<file path="src/rtl/dmatx_pkg.sv">
package dmatx_pkg;
  localparam int WORD_W    = 32;
  localparam int FLG_VALID = 0;
  localparam int FLG_LAST  = 1;
  localparam int LEN_LSB   = 16;
  localparam int IDX_HI    = 0;
  localparam int IDX_LO    = 1;
  localparam int IDX_STAT  = 2;

  typedef enum logic [2:0] {
    ST_IDLE, ST_D0_REQ, ST_D0_WAIT, ST_D1_REQ,
    ST_D1_WAIT, ST_DAT_REQ, ST_DAT_WAIT, ST_FIN
  } walk_st_t;
endpackage

</file>
<file path="src/rtl/dmatx_regs.sv">
module dmatx_regs
  import dmatx_pkg::*;
#(
  parameter int AW     = 32,
  parameter int REG_AW = 4
) (
  input  logic              clk,
  input  logic              rst,
  input  logic              reg_we,
  input  logic [REG_AW-1:0] reg_addr,
  input  logic [WORD_W-1:0] reg_wdata,
  input  logic              busy,
  input  logic              done_p,
  input  logic              err_p,
  output logic              start,
  output logic [AW-1:0]     start_addr,
  output logic              done,
  output logic              err,
  output logic [WORD_W-1:0] reg_rdata
);
  localparam int IDX_W = REG_AW - 2;

  logic [IDX_W-1:0]  idx;
  logic              sel_ok;
  logic              wr_stat;
  logic [WORD_W-1:0] hi_q;
  logic [WORD_W-1:0] lo_q;

  assign idx        = reg_addr[REG_AW-1:2];
  assign sel_ok     = (reg_addr[1:0] == 2'b00);
  assign start      = reg_we && sel_ok && (idx == IDX_W'(IDX_LO)) && !busy;
  assign start_addr = reg_wdata[AW-1:0];
  assign wr_stat    = reg_we && sel_ok && (idx == IDX_W'(IDX_STAT));

  always_ff @(posedge clk) begin
    if (rst) begin
      hi_q <= '0;
      lo_q <= '0;
      done <= 1'b0;
      err  <= 1'b0;
    end else begin
      if (reg_we && sel_ok && (idx == IDX_W'(IDX_HI)))
        hi_q <= reg_wdata;
      if (start)
        lo_q <= reg_wdata;
      if (done_p)
        done <= 1'b1;
      else if (wr_stat && reg_wdata[0])
        done <= 1'b0;
      if (err_p)
        err <= 1'b1;
      else if (wr_stat && reg_wdata[1])
        err <= 1'b0;
    end
  end

  always_ff @(posedge clk) begin
    if (rst) begin
      reg_rdata <= '0;
    end else if (!sel_ok) begin
      reg_rdata <= '0;
    end else begin
      case (idx)
        IDX_W'(IDX_HI):   reg_rdata <= hi_q;
        IDX_W'(IDX_LO):   reg_rdata <= lo_q;
        IDX_W'(IDX_STAT): reg_rdata <= {{(WORD_W-3){1'b0}}, busy, err, done};
        default:          reg_rdata <= '0;
      endcase
    end
  end
endmodule

</file>
<file path="src/rtl/dmatx_walker.sv">
module dmatx_walker
  import dmatx_pkg::*;
#(
  parameter int AW    = 32,
  parameter int LEN_W = 16
) (
  input  logic              clk,
  input  logic              rst,
  input  logic              start,
  input  logic [AW-1:0]     start_addr,
  output logic              busy,
  output logic              done_p,
  output logic              err_p,
  output logic              mem_req,
  output logic [AW-1:0]     mem_addr,
  input  logic              mem_gnt,
  input  logic              mem_rvalid,
  input  logic [WORD_W-1:0] mem_rdata,
  input  logic              out_busy,
  output logic              ld,
  output logic [WORD_W-1:0] ld_data
);
  localparam int CNT_W   = LEN_W - 2;
  localparam int LEN_MSB = LEN_LSB + LEN_W - 1;

  walk_st_t         st;
  logic [AW-1:0]    ptr;
  logic [AW-1:0]    buf_addr;
  logic [CNT_W-1:0] wleft;
  logic             last_q;
  logic             bad_desc;

  assign bad_desc = !mem_rdata[FLG_VALID] || (mem_rdata[LEN_LSB+1:LEN_LSB] != 2'b00);
  assign busy     = (st != ST_IDLE);
  assign done_p   = (st == ST_FIN) && !out_busy;
  assign err_p    = (st == ST_D0_WAIT) && mem_rvalid && bad_desc;
  assign ld       = (st == ST_DAT_WAIT) && mem_rvalid;
  assign ld_data  = mem_rdata;

  always_comb begin
    mem_req  = 1'b0;
    mem_addr = buf_addr;
    case (st)
      ST_D0_REQ: begin
        mem_req  = 1'b1;
        mem_addr = ptr;
      end
      ST_D1_REQ: begin
        mem_req  = 1'b1;
        mem_addr = ptr + AW'(4);
      end
      ST_DAT_REQ: mem_req = !out_busy;
      default: ;
    endcase
  end

  always_ff @(posedge clk) begin
    if (rst) begin
      st       <= ST_IDLE;
      ptr      <= '0;
      buf_addr <= '0;
      wleft    <= '0;
      last_q   <= 1'b0;
    end else begin
      case (st)
        ST_IDLE:
          if (start) begin
            ptr <= start_addr & ~AW'(7);
            st  <= ST_D0_REQ;
          end
        ST_D0_REQ:
          if (mem_gnt) st <= ST_D0_WAIT;
        ST_D0_WAIT:
          if (mem_rvalid) begin
            last_q <= mem_rdata[FLG_LAST];
            wleft  <= mem_rdata[LEN_MSB:LEN_LSB+2];
            st     <= bad_desc ? ST_IDLE : ST_D1_REQ;
          end
        ST_D1_REQ:
          if (mem_gnt) st <= ST_D1_WAIT;
        ST_D1_WAIT:
          if (mem_rvalid) begin
            buf_addr <= mem_rdata[AW-1:0] & ~AW'(3);
            if (wleft != '0)
              st <= ST_DAT_REQ;
            else if (last_q)
              st <= ST_FIN;
            else begin
              ptr <= ptr + AW'(8);
              st  <= ST_D0_REQ;
            end
          end
        ST_DAT_REQ:
          if (mem_req && mem_gnt) st <= ST_DAT_WAIT;
        ST_DAT_WAIT:
          if (mem_rvalid) begin
            buf_addr <= buf_addr + AW'(4);
            wleft    <= wleft - CNT_W'(1);
            if (wleft != CNT_W'(1))
              st <= ST_DAT_REQ;
            else if (last_q)
              st <= ST_FIN;
            else begin
              ptr <= ptr + AW'(8);
              st  <= ST_D0_REQ;
            end
          end
        ST_FIN:
          if (!out_busy) st <= ST_IDLE;
        default: st <= ST_IDLE;
      endcase
    end
  end
endmodule

</file>
<file path="src/rtl/dmatx_outreg.sv">
module dmatx_outreg #(
  parameter int W = 32
) (
  input  logic         clk,
  input  logic         rst,
  input  logic         ld,
  input  logic [W-1:0] ld_data,
  output logic         out_valid,
  output logic [W-1:0] out_data,
  input  logic         out_ready
);
  always_ff @(posedge clk) begin
    if (rst) begin
      out_valid <= 1'b0;
      out_data  <= '0;
    end else if (ld) begin
      out_valid <= 1'b1;
      out_data  <= ld_data;
    end else if (out_ready) begin
      out_valid <= 1'b0;
    end
  end
endmodule

</file>
<file path="src/rtl/dma_tx_chain.sv">
module dma_tx_chain
  import dmatx_pkg::*;
#(
  parameter int AW     = 32,
  parameter int LEN_W  = 16,
  parameter int REG_AW = 4
) (
  input  logic              clk,
  input  logic              rst,
  input  logic              reg_we,
  input  logic [REG_AW-1:0] reg_addr,
  input  logic [WORD_W-1:0] reg_wdata,
  output logic [WORD_W-1:0] reg_rdata,
  output logic              mem_req,
  output logic [AW-1:0]     mem_addr,
  input  logic              mem_gnt,
  input  logic              mem_rvalid,
  input  logic [WORD_W-1:0] mem_rdata,
  output logic              out_valid,
  output logic [WORD_W-1:0] out_data,
  input  logic              out_ready,
  output logic              done,
  output logic              err
);
  logic              walk_busy;
  logic              done_p;
  logic              err_p;
  logic              start;
  logic [AW-1:0]     start_addr;
  logic              ld;
  logic [WORD_W-1:0] ld_data;

  dmatx_regs #(.AW(AW), .REG_AW(REG_AW)) u_regs (
    .clk(clk), .rst(rst), .reg_we(reg_we), .reg_addr(reg_addr),
    .reg_wdata(reg_wdata), .busy(walk_busy), .done_p(done_p),
    .err_p(err_p), .start(start), .start_addr(start_addr),
    .done(done), .err(err), .reg_rdata(reg_rdata)
  );

  dmatx_walker #(.AW(AW), .LEN_W(LEN_W)) u_walk (
    .clk(clk), .rst(rst), .start(start), .start_addr(start_addr),
    .busy(walk_busy), .done_p(done_p), .err_p(err_p),
    .mem_req(mem_req), .mem_addr(mem_addr), .mem_gnt(mem_gnt),
    .mem_rvalid(mem_rvalid), .mem_rdata(mem_rdata),
    .out_busy(out_valid), .ld(ld), .ld_data(ld_data)
  );

  dmatx_outreg #(.W(WORD_W)) u_out (
    .clk(clk), .rst(rst), .ld(ld), .ld_data(ld_data),
    .out_valid(out_valid), .out_data(out_data), .out_ready(out_ready)
  );
endmodule

</file>
<file path="config.mk">
export PLATFORM = sky130hd
export DESIGN_NAME = dma_tx_chain
export DESIGN_NICKNAME = d
export VERILOG_FILES = /design/src/rtl/dmatx_pkg.sv /design/src/rtl/dmatx_regs.sv /design/src/rtl/dmatx_walker.sv /design/src/rtl/dmatx_outreg.sv /design/src/rtl/dma_tx_chain.sv
export SDC_FILE = /design/constraint.sdc
export NUM_CORES = 1
export LEC_CHECK = 0
export BUFFER_PORTS_ARGS = -buffer_cell sky130_fd_sc_hd__buf_2
export CAP_MARGIN = 10
export CORE_MARGIN = 2
export CORE_UTILIZATION = 57
export CTS_CLUSTER_DIAMETER = 40
export CTS_CLUSTER_SIZE = 12
export DETAILED_ROUTE_END_ITERATION = 16
export PLACE_DENSITY = 0.88
export SLEW_MARGIN = 20
export SYNTH_ARGS = -nofsm -noshare
export SYNTH_HDL_FRONTEND = slang
export SYNTH_HIERARCHICAL = 1
export SYNTH_SLANG_ARGS = --single-unit
</file>
<file path="constraint.sdc">
create_clock -name clk -period 2.9 [get_ports clk]
set_input_delay 0.29 -clock clk [delete_from_list [all_inputs] [get_ports clk]]
set_output_delay 0.29 -clock clk [all_outputs]
set_load 0.01 [all_outputs]
</file>
==> Yosys cells after proc, flatten, opt, wreduce, memory -nomap -nowiden <==
Index checks and enable logic that the tools add are counted.
W data, S select, Z words.
{ "classes": {"add_sub_neg": 4, "n_eq_ne": 20, "muxes": 35, "bitwise_logic": 1, "reduce_logical": 35} }
{ "op_table": {"columns": ["op", "count"], "rows": [
  ["$mux W32", 8],
  ["$pmux W32 S3", 2],
  ["$pmux W32 S2", 2],
  ["$add A32 B3 Y32 const B", 2],
  ["$mux W3", 11],
  ["$add A32 B4 Y32 const B", 1],
  ["$mux W14", 2],
  ["$pmux W14 S2", 1],
  ["$pmux W3 S8", 1],
  ["$ne A2 B2 Y1 const B", 9],
  ["$ne A14 B1 Y1 const B", 1],
  ["$reduce_bool A14 Y1", 1],
  ["$sub A14 B1 Y14 const B", 1],
  ["$eq A3 B3 Y1 const B", 4],
  ["$logic_and A1 B1 Y1", 12],
  ["$reduce_bool A2 Y1", 6],
  ["$reduce_and A8 Y1", 1],
  ["$eq A3 B2 Y1 const B", 2],
  ["$mux W1", 6],
  ["$reduce_and A3 Y1", 2],
  ["$reduce_and A6 Y1", 1],
  ["$reduce_bool A3 Y1", 2],
  ["$logic_not A2 Y1", 2],
  ["$reduce_or A2 Y1", 2],
  ["11 further kinds", 13]
]} }
{ "totals": {"reg_bits": 213, "in_bits": 74, "output_inout_bits": 100, "word_cells": 107} }

==> Depth between registers and ports, before layout <==
Gate-level depths: netlist of the first run.
{ "depth": {"ltp_word": 6, "mapped_depth": 13} }

==> Modules after synthesis <==
The synthesis of the first run kept the hierarchy.
{ "modules_own_cells": {"columns": ["mod", "n_inst", "cells_each", "area_each_um2", "seq_area_each_um2"], "rows": [
  ["dmatx_walker", 1, 761, 5534.1, 1541.5],
  ["dmatx_regs", 1, 396, 4169.0, 1961.9],
  ["dmatx_outreg", 1, 108, 1204.9, 660.6]
]} }

==> Worst setup path after synthesis of the first run <==
Ideal clock, no wire load.
{ "synth_timing": {"kind": "register to register", "start": "register u_walk.st[2]", "end": "register u_walk.ptr[26]", "setup_time_ns": 0.132, "arrival_ns": 2.506, "required_ns": 2.768, "slack_ns": 0.262, "stages_incl_launch_ff": 14, "n_path_buf": 5, "cell_sequence": "dfxtp_1 clkbuf_1 or3_1 or4b_4 buf_6 inv_12 buf_12 inv_1 nor2_1 a21oi_2 buf_4 buf_6 a21oi_1 o32ai_1"} }
{ "synth_via": {"elab_chain_cells": 5, "elab_cells_between_ends": 14, "classes_between": "7 x eq/ne; 1 x mux; 6 x reduce/logical"} }
{ "synth_rtl": {"columns": ["element", "line_no", "rtl"], "rows": [
  ["start, declared", "dmatx_walker.sv:26", "walk_st_t st;"],
  ["start signal, assigned", "dmatx_walker.sv:77", "st <= bad_desc ? ST_IDLE : ST_D1_REQ;"],
  ["$reduce_bool A3 Y1", "dmatx_walker.sv:34", "assign busy = (st != ST_IDLE);"],
  ["named net walk_busy", "dma_tx_chain.sv:25", "logic walk_busy;"],
  ["$logic_not A1 Y1", "dmatx_regs.sv:31", "assign start = reg_we && sel_ok && (idx == IDX_W'(IDX_LO)) && !busy;"],
  ["$logic_and A1 B1 Y1", "dmatx_regs.sv:31", null],
  ["named net start", "dma_tx_chain.sv:28", "logic start;"],
  ["$ne A2 B2 Y1 (no line)", null, null],
  ["$reduce_and A6 Y1 (no line)", null, null],
  ["end signal, assigned", "dmatx_walker.sv:68", "ptr <= start_addr & ~AW'(7);"],
  ["end signal, assigned", "dmatx_walker.sv:89", "ptr <= ptr + AW'(8);"],
  ["end signal, assigned", "dmatx_walker.sv:104", "ptr <= ptr + AW'(8);"],
  ["end, declared", "dmatx_walker.sv:27", "logic [AW-1:0] ptr;"]
]} }
The timed path passes the listed nets, and every way through them passes these cells.
A chain may end at the register's enable or synchronous reset.

==> Worst setup path after layout of the first run <==
{ "layout_timing": {"start": "input port reg_addr[1]", "end": "register u_walk.ptr[4]"} }
{ "layout_via": {"elab_chain_cells": 6} }
{ "layout_rtl": {"columns": ["element", "line_no", "rtl"], "rows": [
  ["start, declared", "dma_tx_chain.sv:11", "input logic [REG_AW-1:0] reg_addr,"],
  ["$logic_not A2 Y1", "dmatx_regs.sv:30", "assign sel_ok = (reg_addr[1:0] == 2'b00);"],
  ["$logic_and A1 B1 Y1 (3 in a row)", "dmatx_regs.sv:31", null],
  ["named net start", "dma_tx_chain.sv:28", null],
  ["$ne A2 B2 Y1 (no line)", null, null],
  ["$reduce_and A6 Y1 (no line)", null, null]
]} }
The timed path passes the listed nets, and every way through them passes these cells.

==> results.sh, run 1 <==
export IMPL_syn_area_per_cell_um2=8.626
export IMPL_irDropWorstVdd_mv=0.4763
export IMPL_drive_above_1_share_pct=21.91
export IMPL_cp_end_kind="register"
export IMPL_p_leak_nw=5.072
export IMPL_final_util_pct=66.22
export IMPL_wire_per_inst_um=18.29
export IMPL_cts_buffers=28
export IMPL_design_die_area_um2=20220
export IMPL_power_density_nw_per_um2=547.8
export IMPL_area_growth_pct=13.79
export IMPL_die_h_um=142.2
export IMPL_place_congestion=0.9316
export IMPL_r2r_start="u_walk/st[2]$_SDFFE_PP0P_"
export IMPL_grt_pass1_vias=9062
export IMPL_worst_pin_slew_ns=0.9987
export IMPL_fmax_mhz=361.1
export IMPL_crit_fanout=11
export IMPL_p_sw_share_pct=23.71
export IMPL_r2r_cells=9
export IMPL_hold_class="in -> reg"
export IMPL_initial_core_util_pct=58.19
export IMPL_layout_nets=1429
export IMPL_layout_min_cycle_time_ns=2.769
export IMPL_critPathLaunchType="input port"
export IMPL_ys_warn_count=6
export IMPL_cts_tree="yes"
export IMPL_vias_per_cell=6.076
export IMPL_cts_root_buf="clkbuf_16"
export IMPL_diodes=0
export IMPL_first_pass_iters=5
export IMPL_nFillCells=1474
export IMPL_drv_cap=0
export IMPL_power_switching_mw=1.609
export IMPL_grt_ovfl_total=0
export IMPL_slew_violations=0
export IMPL_grt_max_degree=155
export IMPL_clockBufferDepth=3
export IMPL_path_clk_slew_ns=0.06
export IMPL_io_pins=174
export IMPL_wirelength_mm=29.33
export IMPL_cp_arrival_ns=3.22
export IMPL_critical_path_class="in -> reg"
export IMPL_finalSetupViolations=0
export IMPL_hold_viol_final=0
export IMPL_drc=0
export IMPL_holdWs_ns=0.01294
export IMPL_fin_ws_ns=0.1310
export IMPL_worstPathRequired_ns=3.35
export IMPL_first_iter_violations=1080
export IMPL_cp_endpoint="u_walk/ptr[4]$_SDFFE_PP0P_"
export IMPL_placed_cells=1551
export IMPL_ant_nets=0
export IMPL_die_w_um=142.2
export IMPL_portBuffers=171
export IMPL_fin_worst_skew_ns=0.02058
export IMPL_r2r_end="u_walk/ptr[4]$_SDFFE_PP0P_"
export IMPL_cts_sinks=208
export IMPL_htree_levels=1
export IMPL_cp_startpoint="reg_addr[1]"
export IMPL_slew_headroom_pct=32.81
export IMPL_final_setup_tns_ns=0
export IMPL_power_frac_comb_pct=5.8
export IMPL_clkPwrFrac_pct=51.5
export IMPL_grt_pass1_wl_mm=46.49
export IMPL_place_area_um2=11400
export IMPL_synth_area_um2=10890
export IMPL_status="complete, no violations"
export IMPL_clkLatencyLatePin_ns=0.54
export IMPL_grt_usage_pct=27.89
export IMPL_power_total_mw=6.785
export IMPL_p_seq_share_pct=42.7
export IMPL_synth_cells=1262
export IMPL_fin_crit_sh_pct=95.48
export IMPL_hpwl_mm=19.50
export IMPL_antenna_found_initial=0
export IMPL_ff2ff_setup_slack_ns=0.18
export IMPL_post_cts_resized=0
export IMPL_core_area_um2=18710
export IMPL_stdcell_area_um2=12390
export IMPL_num_rows=50
export IMPL_final_cells=1603
export IMPL_post_place_ws_ns=0.1874
export IMPL_intPower_mw=5.176
export IMPL_rsz0062_at_grt="no"
export IMPL_vias=9740
worst max-delay path: stages:
cell,delay (ns)
dlygate4sd3_1,0.53
buf_2,0.16
or3b_4,0.44
or4b_4,0.56
inv_12,0.08
inv_1,0.04
nor2_1,0.21
a21o_1,0.38
buf_4,0.23
nor2_1,0.05
a311oi_1,0.25
placed cells by master, fill, tap and decap left out, types with 11 or more instances in the layout:
master / instances
nand4_1: 16
a21oi_1: 76
a31oi_1: 11
buf_4: 31
a21o_1: 19
nand2_1: 90
inv_1: 14
a211oi_1: 16
nor3_1: 27
mux2i_1: 133
nor2_1: 125
buf_2: 170
nand3_1: 30
mux2_2: 28
dfxtp_1: 208
nand2b_1: 98
o21ai_0: 61
clkbuf_16: 28
how the worst min path moves through the flow:
stage / from / endpoint / slack [ns] / cells past startpoint
after global placement: u_regs/hi_q[4]$_SDFFE_PP0P_ / u_regs/hi_q[4]$_SDFFE_PP0P_ / 0.46 / 2
after detailed placement: u_regs/hi_q[9]$_SDFFE_PP0P_ / u_regs/hi_q[9]$_SDFFE_PP0P_ / 0.46 / 2
final: mem_rdata[8] / u_out/out_data[8]$_SDFFE_PP0P_ / 0.01 / 3
after CTS: mem_rdata[8] / u_out/out_data[8]$_SDFFE_PP0P_ / 0.01 / 3
after floorplan: reg_addr[1] / u_regs/reg_rdata[0]$_SDFF_PP0_ / 0.37 / 1
after global routing: mem_rdata[2] / u_out/out_data[2]$_SDFFE_PP0P_ / 0.03 / 3
power groups by stage:
stage                     combinational (mW)  sequential (mW)  clock, mW
final                                  0.394             2.90       3.49
after global routing                   0.422             2.90       3.63
after CTS                              0.387             2.90       3.51
after detailed placement               0.379             2.96          0
after global placement                 0.371             2.96          0
after floorplan                        0.298             2.95          0
area by class of cell:
type,instances,area [um^2],share of cell area (%)
Clock buffer,33,749.5,6.050
Clock inverter,16,205.2,1.657
Inverter,17,76.32,0.6162
Multi-Input combinational cell,889,5746,46.38
Sequential cell,208,4164,33.62
Tap cell,234,292.8,2.364
Timing Repair Buffer,206,1154,9.313
layer usage:
metal	part of all wire, %	wire [um]	track usage (%)	vias to the layer above
met5	0	0	0	-
met4	3.0	868	8.158	0
met3	8.3	2423	4.879	78
met2	47	13800	46.45	503
met1	42	12240	37.17	4556
li1	-	-	-	4603
flip-flops by register name, summed over array words and instances, names as in the netlist:
name and flops:
u_regs/done 1, u_regs/lo_q 32, u_walk/ptr 29, u_walk/buf_addr 30, u_regs/hi_q 32, u_regs/err 1, u_walk/st 3, u_out/out_data 32
u_out/out_valid 1, u_regs/reg_rdata 32, u_walk/wleft 14, u_walk/last_q 1
timing repair:
item,CTS,global route
hold buffers,3,0
buffers inserted,0,0
endpoints found under the setup margin,0,0
endpoints found under the hold margin,2,0
Power figures use the tool's default switching activity.
==> run 2, diff against run 1 <==
- ABC_CLOCK_PERIOD_IN_PS: unset -> 2900
- REMOVE_ABC_BUFFERS: unset -> 1
==> run 2 against run 1 <==
  * Power is essentially flat
  * Combinational power shrank 2%
  * Final area about the same
  * Clock skew down 0.0068 ns
  * Count of clock-buffer cells in the layout fell by 1
  * Register-to-register slack gained 0.10 ns
  * Wire length is 3.4% lower
  * Critical path depth did not move
  * Critical path type unchanged
==> results.sh, run 2 (synthesis gave the netlist of run 1 again) <==
export IMPL_status="complete, no violations"
export IMPL_cp_slowest_cell="or4b_4"
export IMPL_placed_cells=1550
export IMPL_cts_sinks=208
export IMPL_clockBufferDepth=3
export IMPL_core_area_um2=18710
export IMPL_rsz0062_at_grt="no"
export IMPL_cp_arrival_ns=3.16
export IMPL_portBuffers=171
export IMPL_intPower_mw=5.202
export IMPL_post_cts_buffers=0
export IMPL_post_place_ws_ns=0.2062
export IMPL_place_congestion=0.9244
export IMPL_multiInputGateArea_um2=5746
export IMPL_drc=0
export IMPL_grt_ovfl_total=0
export IMPL_min_to="u_out/out_data[0]$_SDFFE_PP0P_"
export IMPL_r2r_end="u_walk/ptr[4]$_SDFFE_PP0P_"
export IMPL_final_common_cell="dfxtp_1"
export IMPL_final_cells=1605
export IMPL_cp_slowest_stage_delay_ns=0.56
export IMPL_area_growth_pct=13.76
export IMPL_layout_nets=1429
export IMPL_fin_worst_skew_ns=0.01374
export IMPL_hold_start="mem_rdata[0]"
export IMPL_p_leak_nw=5.053
export IMPL_clkLatencyLatePin_ns=0.53
export IMPL_crit_fanout=10
export IMPL_power_total_mw=6.784
export IMPL_drive_above_1_share_pct=22.04
export IMPL_hpwl_mm=19.25
export IMPL_vias_per_cell=6.043
export IMPL_stdcell_area_um2=12380
export IMPL_ff2ff_setup_slack_ns=0.28
export IMPL_cts_tree="yes"
export IMPL_clkPwrFrac_pct=51.6
export IMPL_design_die_area_um2=20220
export IMPL_path_clk_slew_ns=0.06
export IMPL_power_switching_mw=1.582
export IMPL_first_pass_iters=5
export IMPL_worst_pin_slew_ns=1.032
export IMPL_cp_num_buf_inv=5
export IMPL_wire_per_inst_um=17.65
export IMPL_num_rows=50
export IMPL_p_sw_share_pct=23.33
export IMPL_min_path_cells=3
export IMPL_initial_core_util_pct=58.19
export IMPL_r2r_start="u_walk/st[2]$_SDFFE_PP0P_"
export IMPL_ant_nets=0
export IMPL_irDropWorstVdd_mv=0.4415
export IMPL_critPathLaunchType="input port"
export IMPL_die_h_um=142.2
export IMPL_fmax_mhz=366.5
export IMPL_p_seq_share_pct=42.7
export IMPL_final_cell_mix="208 x dfxtp_1, 170 x buf_2, 133 x mux2i_1"
export IMPL_grt_pass1_vias=9049
export IMPL_wirelength_mm=28.32
export IMPL_grt_max_degree=91
export IMPL_r2r_cells=9
export IMPL_layout_min_cycle_time_ns=2.729
export IMPL_power_frac_comb_pct=5.7
export IMPL_path_cells="dlygate4sd3_1 > buf_2 > or3b_4 > or4b_4 > inv_12 > inv_1 > nor2_1 > a21o_1 > buf_4 > nor2_1 > a311oi_1"
export IMPL_grt_pass1_wl_mm=45.35
export IMPL_cts_root_buf="clkbuf_16"
export IMPL_hold_viol_final=0
export IMPL_htree_levels=1
export IMPL_power_density_nw_per_um2=547.8
export IMPL_holdWs_ns=0.01275
export IMPL_cpMostUsedCell="nor2_1"
export IMPL_vias=9699
export IMPL_final_util_pct=66.20
export IMPL_ff_latch_area_um2=4164
export IMPL_grt_usage_pct=27.16
export IMPL_io_pins=174
export IMPL_hold_class="in -> reg"
export IMPL_nFillCells=1468
export IMPL_antenna_found_initial=1
export IMPL_place_area_um2=11380
export IMPL_finalSetupViolations=0
export IMPL_cts_buffers=29
export IMPL_slew_violations=0
export IMPL_critical_path_class="in -> reg"
export IMPL_worstPathRequired_ns=3.33
export IMPL_slew_headroom_pct=31.23
export IMPL_cp_end_kind="register"
export IMPL_first_iter_violations=1279
export IMPL_final_setup_tns_ns=0
export IMPL_drv_cap=0
export IMPL_fin_crit_sh_pct=94.09
export IMPL_fin_ws_ns=0.1713
export IMPL_die_w_um=142.2
export IMPL_crit_family="simple AND/OR/NAND/NOR gates"
-- run 2: worst max-delay path by stage --
stage | start | to | slack, ns | cells past startpoint
global route | reg_addr[1] | u_walk/ptr[4]$_SDFFE_PP0P_ | 0.09 | 11
finish | reg_addr[1] | u_walk/ptr[4]$_SDFFE_PP0P_ | 0.17 | 11
detailed placement | reg_addr[1] | u_walk/ptr[4]$_SDFFE_PP0P_ | 0.21 | 10
CTS | reg_addr[1] | u_walk/ptr[4]$_SDFFE_PP0P_ | 0.23 | 11
global placement | reg_addr[1] | u_walk/ptr[3]$_SDFFE_PP0P_ | 0.33 | 10
floorplan | u_walk/st[2]$_SDFFE_PP0P_ | u_walk/buf_addr[30]$_SDFFE_PP0P_ | -0.31 | 5
-- run 2: cell type report --
| class | instances | share of cell area, % |
|---|---|---|
| timing repair buffer | 205 | 9.154 |
| clock inverter | 19 | 1.708 |
| clock buffer | 32 | 6.113 |
| tap | 234 | 2.364 |
| sequential | 208 | 33.63 |
| antenna | 1 | 0.02021 |
| inverter | 17 | 0.6163 |
| multi-input combinational | 889 | 46.40 |
-- run 2: what timing repair did --
item / in CTS / in global routing
hold buffers: 3 / 0
hold endpoints to repair: 2 / 0
gates resized for setup: 0 / 0
-- run 2: power by group through the flow --
| stage | logic (mW) | clock network (mW) | registers [mW] |
|---|---|---|---|
| 2_1_floorplan | 0.184 | 0 | 2.96 |
| 3_3_place_gp | 0.369 | 0 | 2.96 |
| 3_5_place_dp | 0.376 | 0 | 2.96 |
| 4_1_cts | 0.381 | 3.53 | 2.90 |
| 5_1_grt | 0.416 | 3.66 | 2.90 |
| 6_report | 0.386 | 3.50 | 2.90 |
-- run 2: worst min-delay path, stage by stage --
cell,delay [ns]
buf_2,0.08
mux2i_1,0.06
nor2_1,0.08
-- run 2: routing by layer --
metal / track usage [%] / wire (um) / up-vias
met4: 12.74 / 1155 / 0
li1: - / - / 4605
met3: 4.879 / 2421 / 85
met2: 43.68 / 13000 / 534
met5: 0 / 0 / -
met1: 35.50 / 11740 / 4475
